===== config.mk =====
export PLATFORM = sky130hd
export DESIGN_NAME = llsc_monitor
export DESIGN_NICKNAME = d
export VERILOG_FILES = /design/src/rtl/llsc_pkg.sv /design/src/rtl/llsc_resv_fsm.sv /design/src/rtl/llsc_commit_arb.sv /design/src/rtl/llsc_word_store.sv /design/src/rtl/llsc_monitor.sv
export SDC_FILE = /design/constraint.sdc
export NUM_CORES = 2
export LEC_CHECK = 0
export BUFFER_PORTS_ARGS = -buffer_cell sky130_fd_sc_hd__buf_2
export CORE_AREA = 2 2 248 311
export DETAILED_ROUTE_END_ITERATION = 8
export DIE_AREA = 0 0 250 313
export MAX_ROUTING_LAYER = met4
export PLACE_DENSITY_LB_ADDON = 0.1
export REMOVE_ABC_BUFFERS = 1
export SLEW_MARGIN = 20
export SYNTH_ARGS = -nofsm -noshare
export SYNTH_HDL_FRONTEND = slang
export SYNTH_HIERARCHICAL = 1
export SYNTH_SLANG_ARGS = --single-unit
export TNS_END_PERCENT = 1

===== constraint.sdc =====
create_clock -name clk -period 5.9 [get_ports clk]
set_input_delay 0.885 -clock clk [delete_from_list [all_inputs] [get_ports clk]]
set_output_delay 0.885 -clock clk [all_outputs]
set_load 0.02 [all_outputs]

===== src/rtl/llsc_pkg.sv =====
package llsc_pkg;

    typedef enum logic [1:0] {
        OP_LOAD  = 2'b00,
        OP_STORE = 2'b01,
        OP_LINK  = 2'b10,
        OP_COND  = 2'b11
    } llsc_op_e;

    typedef enum logic {
        RSV_IDLE = 1'b0,
        RSV_HELD = 1'b1
    } rsv_state_e;

endpackage


===== src/rtl/llsc_resv_fsm.sv =====
module llsc_resv_fsm
    import llsc_pkg::*;
#(
    parameter int ADDR_W = 4
) (
    input  logic              clk,
    input  logic              rst_n,
    input  logic              req_link,
    input  logic              req_cond,
    input  logic [ADDR_W-1:0] req_addr,
    input  logic              kill,
    output logic              held,
    output logic [ADDR_W-1:0] held_addr
);

    rsv_state_e        state_q, state_d;
    logic [ADDR_W-1:0] addr_q, addr_d;

    // State register
    always_ff @(posedge clk or negedge rst_n) begin
        if (!rst_n) begin
            state_q <= RSV_IDLE;
            addr_q  <= '0;
        end else begin
            state_q <= state_d;
            addr_q  <= addr_d;
        end
    end

    // Transitions; kill is already computed against the address being watched
    always_comb begin
        state_d = state_q;
        addr_d  = addr_q;
        unique case (state_q)
            RSV_IDLE: begin
                if (req_link && !kill) begin
                    state_d = RSV_HELD;
                    addr_d  = req_addr;
                end
            end
            RSV_HELD: begin
                if (req_cond || kill) begin
                    state_d = RSV_IDLE;
                end else if (req_link) begin
                    addr_d = req_addr;
                end
            end
        endcase
    end

    // Outputs
    always_comb begin
        held      = (state_q == RSV_HELD);
        held_addr = addr_q;
    end

endmodule


===== src/rtl/llsc_commit_arb.sv =====
module llsc_commit_arb
    import llsc_pkg::*;
#(
    parameter int NUM_CORES = 2,
    parameter int ADDR_W    = 4
) (
    input  logic [NUM_CORES-1:0]             req_valid,
    input  logic [NUM_CORES-1:0][1:0]        req_op,
    input  logic [NUM_CORES-1:0][ADDR_W-1:0] req_addr,
    input  logic [NUM_CORES-1:0]             held,
    input  logic [NUM_CORES-1:0][ADDR_W-1:0] held_addr,
    input  logic                             snp_valid,
    input  logic [ADDR_W-1:0]                snp_addr,
    output logic [NUM_CORES-1:0]             wr_commit,
    output logic [NUM_CORES-1:0]             cond_ok,
    output logic [NUM_CORES-1:0]             kill
);

    logic [NUM_CORES-1:0]             is_store;
    logic [NUM_CORES-1:0]             is_cond;
    logic [NUM_CORES-1:0]             is_link;
    logic [NUM_CORES-1:0]             snoop_hit;
    logic [NUM_CORES-1:0]             earlier_wr;
    logic [NUM_CORES-1:0][ADDR_W-1:0] watch_addr;

    for (genvar g = 0; g < NUM_CORES; g++) begin : g_decode
        assign is_store[g]   = req_valid[g] && (req_op[g] == OP_STORE);
        assign is_cond[g]    = req_valid[g] && (req_op[g] == OP_COND);
        assign is_link[g]    = req_valid[g] && (req_op[g] == OP_LINK);
        assign snoop_hit[g]  = snp_valid && (snp_addr == req_addr[g]);
        assign watch_addr[g] = is_link[g] ? req_addr[g] : held_addr[g];
    end

    // Writes commit in ascending index; a lower index write to the same
    // word in this cycle defeats a conditional store.
    always_comb begin
        wr_commit  = '0;
        cond_ok    = '0;
        earlier_wr = '0;
        for (int i = 0; i < NUM_CORES; i++) begin
            for (int j = 0; j < NUM_CORES; j++) begin
                if (j < i && wr_commit[j] && (req_addr[j] == req_addr[i])) begin
                    earlier_wr[i] = 1'b1;
                end
            end
            cond_ok[i]   = is_cond[i] && held[i] && (held_addr[i] == req_addr[i])
                           && !snoop_hit[i] && !earlier_wr[i];
            wr_commit[i] = is_store[i] || cond_ok[i];
        end
    end

    // Clearing events: external snoop or any other core's committed write
    always_comb begin
        kill = '0;
        for (int k = 0; k < NUM_CORES; k++) begin
            kill[k] = snp_valid && (snp_addr == watch_addr[k]);
            for (int j = 0; j < NUM_CORES; j++) begin
                if (j != k && wr_commit[j] && (req_addr[j] == watch_addr[k])) begin
                    kill[k] = 1'b1;
                end
            end
        end
    end

endmodule


===== src/rtl/llsc_word_store.sv =====
module llsc_word_store #(
    parameter int NUM_CORES = 2,
    parameter int ADDR_W    = 4,
    parameter int DATA_W    = 32
) (
    input  logic                             clk,
    input  logic                             rst_n,
    input  logic [NUM_CORES-1:0]             wr_en,
    input  logic [NUM_CORES-1:0][ADDR_W-1:0] wr_addr,
    input  logic [NUM_CORES-1:0][DATA_W-1:0] wr_data,
    input  logic [NUM_CORES-1:0][ADDR_W-1:0] rd_addr,
    output logic [NUM_CORES-1:0][DATA_W-1:0] rd_data
);

    localparam int DEPTH = 1 << ADDR_W;

    logic [DEPTH-1:0][DATA_W-1:0] mem_q;

    // Later (higher index) nonblocking writes to one word take effect last
    always_ff @(posedge clk or negedge rst_n) begin
        if (!rst_n) begin
            mem_q <= '0;
        end else begin
            for (int i = 0; i < NUM_CORES; i++) begin
                if (wr_en[i]) begin
                    mem_q[wr_addr[i]] <= wr_data[i];
                end
            end
        end
    end

    for (genvar g = 0; g < NUM_CORES; g++) begin : g_rd
        assign rd_data[g] = mem_q[rd_addr[g]];
    end

endmodule


===== src/rtl/llsc_monitor.sv =====
module llsc_monitor
    import llsc_pkg::*;
#(
    parameter int NUM_CORES = 2,
    parameter int ADDR_W    = 4,
    parameter int DATA_W    = 32
) (
    input  logic                          clk,
    input  logic                          rst_n,
    input  logic [NUM_CORES-1:0]          req_valid,
    input  logic [2*NUM_CORES-1:0]        req_op,
    input  logic [ADDR_W*NUM_CORES-1:0]   req_addr,
    input  logic [DATA_W*NUM_CORES-1:0]   req_wdata,
    input  logic                          snp_valid,
    input  logic [ADDR_W-1:0]             snp_addr,
    output logic [NUM_CORES-1:0]          rsp_valid,
    output logic [DATA_W*NUM_CORES-1:0]   rsp_rdata,
    output logic [NUM_CORES-1:0]          rsp_sc_ok,
    output logic [NUM_CORES-1:0]          bc_valid,
    output logic [ADDR_W*NUM_CORES-1:0]   bc_addr
);

    logic [NUM_CORES-1:0][1:0]        op_a;
    logic [NUM_CORES-1:0][ADDR_W-1:0] addr_a;
    logic [NUM_CORES-1:0][DATA_W-1:0] wdata_a;
    logic [NUM_CORES-1:0][DATA_W-1:0] rd_a;
    logic [NUM_CORES-1:0][ADDR_W-1:0] held_addr_a;
    logic [NUM_CORES-1:0]             held;
    logic [NUM_CORES-1:0]             is_read;
    logic [NUM_CORES-1:0]             wr_commit;
    logic [NUM_CORES-1:0]             cond_ok;
    logic [NUM_CORES-1:0]             kill;
    logic [NUM_CORES-1:0][DATA_W-1:0] rdata_q;

    for (genvar g = 0; g < NUM_CORES; g++) begin : g_core
        assign op_a[g]    = req_op[2*g +: 2];
        assign addr_a[g]  = req_addr[ADDR_W*g +: ADDR_W];
        assign wdata_a[g] = req_wdata[DATA_W*g +: DATA_W];
        assign is_read[g] = req_valid[g] && ((op_a[g] == OP_LOAD) || (op_a[g] == OP_LINK));

        llsc_resv_fsm #(
            .ADDR_W (ADDR_W)
        ) i_resv (
            .clk       (clk),
            .rst_n     (rst_n),
            .req_link  (req_valid[g] && (op_a[g] == OP_LINK)),
            .req_cond  (req_valid[g] && (op_a[g] == OP_COND)),
            .req_addr  (addr_a[g]),
            .kill      (kill[g]),
            .held      (held[g]),
            .held_addr (held_addr_a[g])
        );

        assign rsp_rdata[DATA_W*g +: DATA_W] = rdata_q[g];
        assign bc_addr[ADDR_W*g +: ADDR_W]   = wr_commit[g] ? addr_a[g] : '0;
    end

    llsc_commit_arb #(
        .NUM_CORES (NUM_CORES),
        .ADDR_W    (ADDR_W)
    ) i_arb (
        .req_valid (req_valid),
        .req_op    (op_a),
        .req_addr  (addr_a),
        .held      (held),
        .held_addr (held_addr_a),
        .snp_valid (snp_valid),
        .snp_addr  (snp_addr),
        .wr_commit (wr_commit),
        .cond_ok   (cond_ok),
        .kill      (kill)
    );

    llsc_word_store #(
        .NUM_CORES (NUM_CORES),
        .ADDR_W    (ADDR_W),
        .DATA_W    (DATA_W)
    ) i_store (
        .clk     (clk),
        .rst_n   (rst_n),
        .wr_en   (wr_commit),
        .wr_addr (addr_a),
        .wr_data (wdata_a),
        .rd_addr (addr_a),
        .rd_data (rd_a)
    );

    assign bc_valid = wr_commit;

    // Response registers
    always_ff @(posedge clk or negedge rst_n) begin
        if (!rst_n) begin
            rsp_valid <= '0;
            rsp_sc_ok <= '0;
            rdata_q   <= '0;
        end else begin
            rsp_valid <= req_valid;
            rsp_sc_ok <= cond_ok;
            for (int i = 0; i < NUM_CORES; i++) begin
                rdata_q[i] <= is_read[i] ? rd_a[i] : '0;
            end
        end
    end

endmodule


After elaboration in Yosys (flattened, before gate mapping)
Cells that the tools add are included.
{"block": "classes", "n_reduce_logical": 41, "mux": 33, "n_div": 0, "n_lt_le_gt_ge": 4, "addsub": 0, "eq_ne": 19, "multipliers": 0, "shift": 0, "bitwise": 2}
{"op": "bitwise mux 512 bit", "count": 2}
{"op": "two-way mux 512 bit", "count": 2}
{"op": "binary-select mux 32 bit (select 4 bit)", "count": 2}
{"op": "demux 32 bit (select 4 bit)", "count": 2}
{"op": "two-way mux 32 bit", "count": 6}
{"op": "equality test 4 bit", "count": 9}
{"op": "two-way mux 4 bit", "count": 8}
{"op": "logical AND 1 bit", "count": 26}
{"op": "one-hot mux 4 bit (2 select lines)", "count": 2}
{"op": "less-than comparator 4 x 5 -> 1 bit (second input constant)", "count": 2}
{"op": "equality test 2 bit (second input constant)", "count": 4}
{"op": ">= comparator 4 x 1 -> 1 bit (second input constant)", "count": 2}
{"op": "two-way mux 1 bit", "count": 7}
{"op": "logical OR 1 bit", "count": 6}
{"op": "zero test 1 bit", "count": 5}
{"op": "equality test 2 x 1 -> 1 bit (second input constant)", "count": 2}
{"op": "zero test 2 bit", "count": 2}
{"op": "inequality test 2 x 1 -> 1 bit (second input constant)", "count": 2}
{"op": "inequality test 2 bit (second input constant)", "count": 2}
{"op": "one-hot mux 1 bit (2 select lines)", "count": 2}
{"op": "AND reduction 2 bit", "count": 2}
{"op": "NOT 1 bit", "count": 2}
{"block": "totals", "latch_bits": 0, "out_inout_bits": 78, "wordCells": 123, "ramBits": 0, "mem_count": 0, "inputBits": 85, "romBits": 0, "ff_bits": 590}

Depth between registers and ports, before layout
{"block": "depth", "depth_word": 17, "mapped_depth": 13, "mapped_depth_nobuf": 9}

By module
Netlist, hierarchy kept.
{"mod": "llsc_word_store", "cells_per_inst": 3684, "instances": 1, "seq_area_each_um2": 12812.3, "area_each_um2": 33724.8}
{"mod": "llsc_monitor", "cells_per_inst": 156, "instances": 1, "seq_area_each_um2": 1701.6, "area_each_um2": 2436.1}
{"mod": "llsc_commit_arb", "cells_per_inst": 109, "instances": 1, "seq_area_each_um2": 0.0, "area_each_um2": 777.0}
{"mod": "llsc_resv_fsm", "cells_per_inst": 12, "instances": 2, "seq_area_each_um2": 125.1, "area_each_um2": 207.7}

Least setup slack after synthesis
Ideal clock, no wire load.
{"block": "synth_timing", "kind": "input-to-output", "from": "in req_addr[6]", "to": "out bc_addr[4]", "required_time_ns": 5.015, "t_arrival_ns": 2.493, "stages": 8, "path_buffers": 1, "slack_ns": 2.522, "path_cell_list": "buf_6 xnor2_2 nand3_1 or4_1 a31oi_2 a21oi_2 inv_1 and2_1"}
{"block": "synth_between", "elab_chain_cells": 7, "word_cells_on_any_way": 13, "cone_classes": "eq/ne (3); mux (2); reduce/logical (8)"}
{"item": "start, declared", "line": "llsc_monitor.sv:12", "rtl": "input logic [ADDR_W*NUM_CORES-1:0] req_addr,"}
{"item": "equality test 4 bit, on equally long branches", "line": "llsc_commit_arb.sv:42, llsc_commit_arb.sv:30"}
{"item": "logical AND 1 bit, on equally long branches", "line": "llsc_commit_arb.sv:42, llsc_commit_arb.sv:30"}
{"item": "two-way mux 1 bit / zero test 1 bit (equally long branches)", "line": "llsc_commit_arb.sv:42, llsc_commit_arb.sv:47"}
{"item": "zero test 1 bit / logical AND 1 bit (equally long branches)", "line": "llsc_commit_arb.sv:47", "rtl": "&& !snoop_hit[i] && !earlier_wr[i];"}
{"item": "logical AND 1 bit *", "line": "llsc_commit_arb.sv:47"}
{"item": "logical OR 1 bit *", "line": "llsc_commit_arb.sv:48", "rtl": "wr_commit[i] = is_store[i] || cond_ok[i];"}
{"item": "via bc_valid[1]", "line": "llsc_monitor.sv:19", "rtl": "output logic [NUM_CORES-1:0] bc_valid,"}
{"item": "two-way mux 4 bit *", "line": "llsc_monitor.sv:55", "rtl": "assign bc_addr[ADDR_W*g +: ADDR_W] = wr_commit[g] ? addr_a[g] : '0;"}
{"item": "end, declared", "line": "llsc_monitor.sv:20", "rtl": "output logic [ADDR_W*NUM_CORES-1:0] bc_addr"}
The timed path passes the listed nets; every way through them passes the cells marked *.

Worst setup path after layout
{"block": "layout_timing", "from": "in req_addr[6]", "to": "reg i_store/mem_q[233] (netlist name)"}
{"block": "layout_between", "elab_chain_cells": 7, "word_cells_on_any_way": 19, "cone_classes": "order compare (2); eq/ne (3); mux (5); reduce/logical (9)"}
{"item": "parallel branches: the longest is 6 deep, another holds less-than comparator 4 x 5 -> 1 bit"}
{"item": "two-way mux 512 bit *", "line": "llsc_word_store.sv:25", "rtl": "if (wr_en[i]) begin"}
{"item": "end signal, assigned by index", "line": "llsc_word_store.sv:26", "rtl": "mem_q[wr_addr[i]] <= wr_data[i];"}
{"item": "end, declared", "line": "llsc_word_store.sv:17", "rtl": "logic [DEPTH-1:0][DATA_W-1:0] mem_q;"}
Every way passes the cells marked *.
A chain may end at the register's enable or synchronous reset.

==> reports/results.tsv <==
stage	metric	value	unit
outcome	status	finished, final reports clean	
clock_tree	cts_tree	yes	
sta	post-route-period-util	75.1	%
worst_setup_path	cp-start-kind	input pin	
worst_setup_path	r2r_end	i_store/mem_q[233]	
synth	netlist_instances	3973	
placement	dpl_cell_area	37800	um2
sta	final_max_slew_viol_count	0	
worst_setup_path	rr_worst_depth	10	
worst_setup_path	crit_fanout	18	
die	die-area	78300	um2
global_route	grt_pass1_vias	38000	
clock_tree	ctsResizeCount	0	
sta	min_period	4430	ps
global_route	globalRouteOverflowTotal	0	
global_route	antenna_found_initial	6	
sta	setup_viol	0	
worst_setup_path	critPathRequiredTime	6430	ps
placement	io_buffers	162	
clock_tree	cts_buffers	68	
clock_tree	postCtsSetupBuffers	0	
synth	seq_area_frac_synth	39.5	%
clock_tree	clkTransAtPathRegs	60	ps
run	drv_cap	0	
synth	syn_area_per_cell	9.40	um2
synth	synth_edf_count	0	
detailed_routing	drtAntennaViolNets	0	
cells_and_area	drive_gt1_share	19.4	%
cells_and_area	areaGrowthSynthToFinish	7.20	%
pwr	cellLeakagePower	14.8	nW
pwr	switching_power	4.47	mW
clock_tree	cts_buffer_depth	3	
cells_and_area	stdcell_area	40000	um2
detailed_routing	wl_per_cell	35.7	um
sta	fin_ws	1470	ps
synth	synth_flop_cell	dfrtp_1	
cells_and_area	most-common-layout-cells	590 x dfrtp_1, 518 x nor3_1, 517 x nand3_1, 512 x a31oi_1, 497 x o21ai_0	
clock_tree	h-tree-depth	3	
die	die_width	250	um
die	ioPinCount	163	
pwr	power_density	346	nW/um2
synth	ys_types	58	
synth	netlist_area	37400	um2
pwr	p_seq_share	42.5	%
detailed_routing	drc	0	
cells_and_area	fin_nets	3752	
worst_setup_path	arrival	4960	ps
cells_and_area	fillCellCount	6685	
cells_and_area	utilization	53.0	%
global_route	grt_start_max_net_pins	150	
detailed_routing	viasPerCell	8.05	
sta	rsz0062_at_grt	no	
clock_tree	holdBufCountCts	0	
clock_tree	clk_root_buffer_cell	clkbuf_16	
detailed_routing	dr.pass1.iters	9	
sta	tightestPinTransition	1310	ps
synth	ys_warn_count	6	
pwr	cellInternalPower	9.38	mW
pwr	power_frac_comb	25.9	%
sta	fmax	226	MHz
pwr	ir_drop	0.194	mV
sta	relSlewSlack	13.0	%
sta	final_hold_viol_count	0	
die	std_cell_rows	113	
worst_setup_path	cp-end-kind	register	
die	initial_core_util	49.5	%
pwr	pwr-share-clk	31.6	%
placement	place_hpwl	87.8	mm
synth	ys_ff_latch	590	
clock_tree	clock_sinks	590	
sta	fin_worst_skew	26.7	ps
worst_setup_path	slowest_stage	or2_2	
worst_setup_path	r2r_slack	1770	ps
placement	place_congestion	0.890	
global_route	grt_usage	43.4	%
worst_setup_path	r2r_start	g_core[1].i_resv/held_addr[1]	
placement	dp.cells	4572	
detailed_routing	drtIter0Drc	5925	
detailed_routing	drt_wl_total	168	mm
clock_tree	clk_latency	640	ps
cells_and_area	instances_no_fill	4696	
worst_setup_path	slowest_delay	900	ps
worst_setup_path	critPathKind	in -> reg	
synth	ys_async_sr_fraction	100	%
sta	holdWs	295	ps
die	fp.dieH	313	um
cells_and_area	seq_area	14800	um2
die	core_area	75500	um2
detailed_routing	vias	37800	
cells_and_area	final_common_cell	dfrtp_1	
worst_hold_path	hold_class	in -> async	
global_route	grt_pass1_wl	248	mm
pwr	p_sw_share	32.3	%
placement	dp_slack	1070	ps
cells_and_area	multi_input_area	19900	um2
worst_setup_path	crit_chain	buf_2 > xnor2_2 > nand3_1 > or4_1 > a31oi_2 > a21oi_2 > inv_1 > nand3b_1 > or2_2 > buf_4 > a31oi_1	
==> per-layer routing <==
metal,track usage (%),vias to the layer above,part of all wire [%]
li1,-,14600,-
met1,52.3,18700,34
met2,62.9,3620,44
met3,14.1,917,15
met4,27.7,0,7.0
met5,-,-,0
==> cell type report <==
class / instances / share of cell area (%)
Antenna cell: 7 / 0.0437
Clock inverter: 16 / 0.541
Sequential cell: 590 / 36.9
Timing Repair Buffer: 263 / 4.65
Tap cell: 977 / 3.05
Clock buffer: 99 / 4.97
Inverter: 7 / 0.0719
Multi-Input combinational cell: 2737 / 49.8
==> cells by family (layout without fill, tap and decap cells) <==
| family | Yosys count | after routing | synth area share, % |
|---|---|---|---|
| xor gates and xnor gates | 27 | 27 | 0.693 |
| AOI/OAI and AO/OA | 1172 | 1172 | 18.4 |
| and+or+nand+nor | 1271 | 1271 | 17.9 |
| buffers and inverters | 646 | 385 | 7.57 |
| other | 0 | 7 | 0 |
| muxes | 267 | 267 | 15.8 |
| DFF | 590 | 590 | 39.5 |
==> worst max-delay path by stage <==
| stage | startpoint | to | cells after the start |
|---|---|---|---|
| after floorplan | snp_addr[1] | i_store/mem_q[0] | 7 |
| after global placement | req_addr[6] | i_store/mem_q[213] | 10 |
| after detailed placement | req_addr[6] | i_store/mem_q[242] | 11 |
| after CTS | req_addr[6] | i_store/mem_q[233] | 11 |
| after global routing | req_addr[6] | i_store/mem_q[233] | 11 |
| final | req_addr[6] | i_store/mem_q[233] | 11 |
==> cell usage after synthesis (3+ instances only) <==
| master | number | share of area (%) |
|---|---|---|
| a21oi_2 | 3 | 0.070 |
| a22oi_1 | 128 | 2.6 |
| a31oi_1 | 512 | 8.6 |
| and2_1 | 13 | 0.22 |
| and3_1 | 4 | 0.067 |
| and3b_1 | 43 | 1.0 |
| and3b_2 | 27 | 0.72 |
| buf_1 | 69 | 0.69 |
| buf_2 | 148 | 2.0 |
| buf_4 | 18 | 0.36 |
| buf_6 | 20 | 0.60 |
| clkbuf_1 | 383 | 3.8 |
| dfrtp_1 | 590 | 40 |
| inv_1 | 6 | 0.060 |
| mux2_4 | 8 | 0.32 |
| mux2i_1 | 3 | 0.080 |
| mux4_2 | 256 | 15 |
| nand2_1 | 71 | 0.71 |
| nand2b_1 | 8 | 0.13 |
| nand3_1 | 520 | 7.0 |
| nand3b_1 | 7 | 0.14 |
| nor2_1 | 9 | 0.090 |
| nor2b_1 | 10 | 0.17 |
| nor3_1 | 518 | 6.9 |
| nor4_1 | 3 | 0.050 |
| o21ai_0 | 497 | 6.7 |
| o21ai_1 | 19 | 0.25 |
| or2_1 | 8 | 0.13 |
| or2_2 | 11 | 0.18 |
| xnor2_1 | 11 | 0.26 |
| xnor2_2 | 3 | 0.13 |
| xor2_1 | 13 | 0.30 |
==> sequential cells by signal (all words and copies together) (netlist names) <==
| name | flops |
|---|---|
| rsp_rdata | 64 |
| g_core.i_resv/held | 2 |
| i_store/mem_q | 512 |
| g_core.i_resv/held_addr | 8 |
| rsp_sc_ok | 2 |
| rsp_valid | 2 |
==> stage by stage <==
step | setup TNS [ps] | power [mW]
2_1_floorplan | -4400 | 7.98
3_3_place_gp | 0 | 9.18
3_5_place_dp | 0 | 9.38
4_1_cts | 0 | 13.7
5_1_grt | 0 | 14.4
6_report | 0 | 13.9
==> power by group through the flow <==
stage               combinational (mW)  sequential, mW  clock [mW]
floorplan                         2.33            5.65           0
global placement                  3.37            5.81           0
detailed placement                3.47            5.91           0
CTS                               3.49            5.85        4.40
global route                      3.81            6.00        4.55
finish                            3.59            5.89        4.38
==> critical path, delay by kind of cell <==
family	cells	cell delay [ps]
xor gates and xnor gates	1	170
AOI/OAI and AO/OA	3	490
buffers and inverters	3	1050
and+or+nand+nor	4	2320
Note: power is estimated with default switching activity, not from simulation.
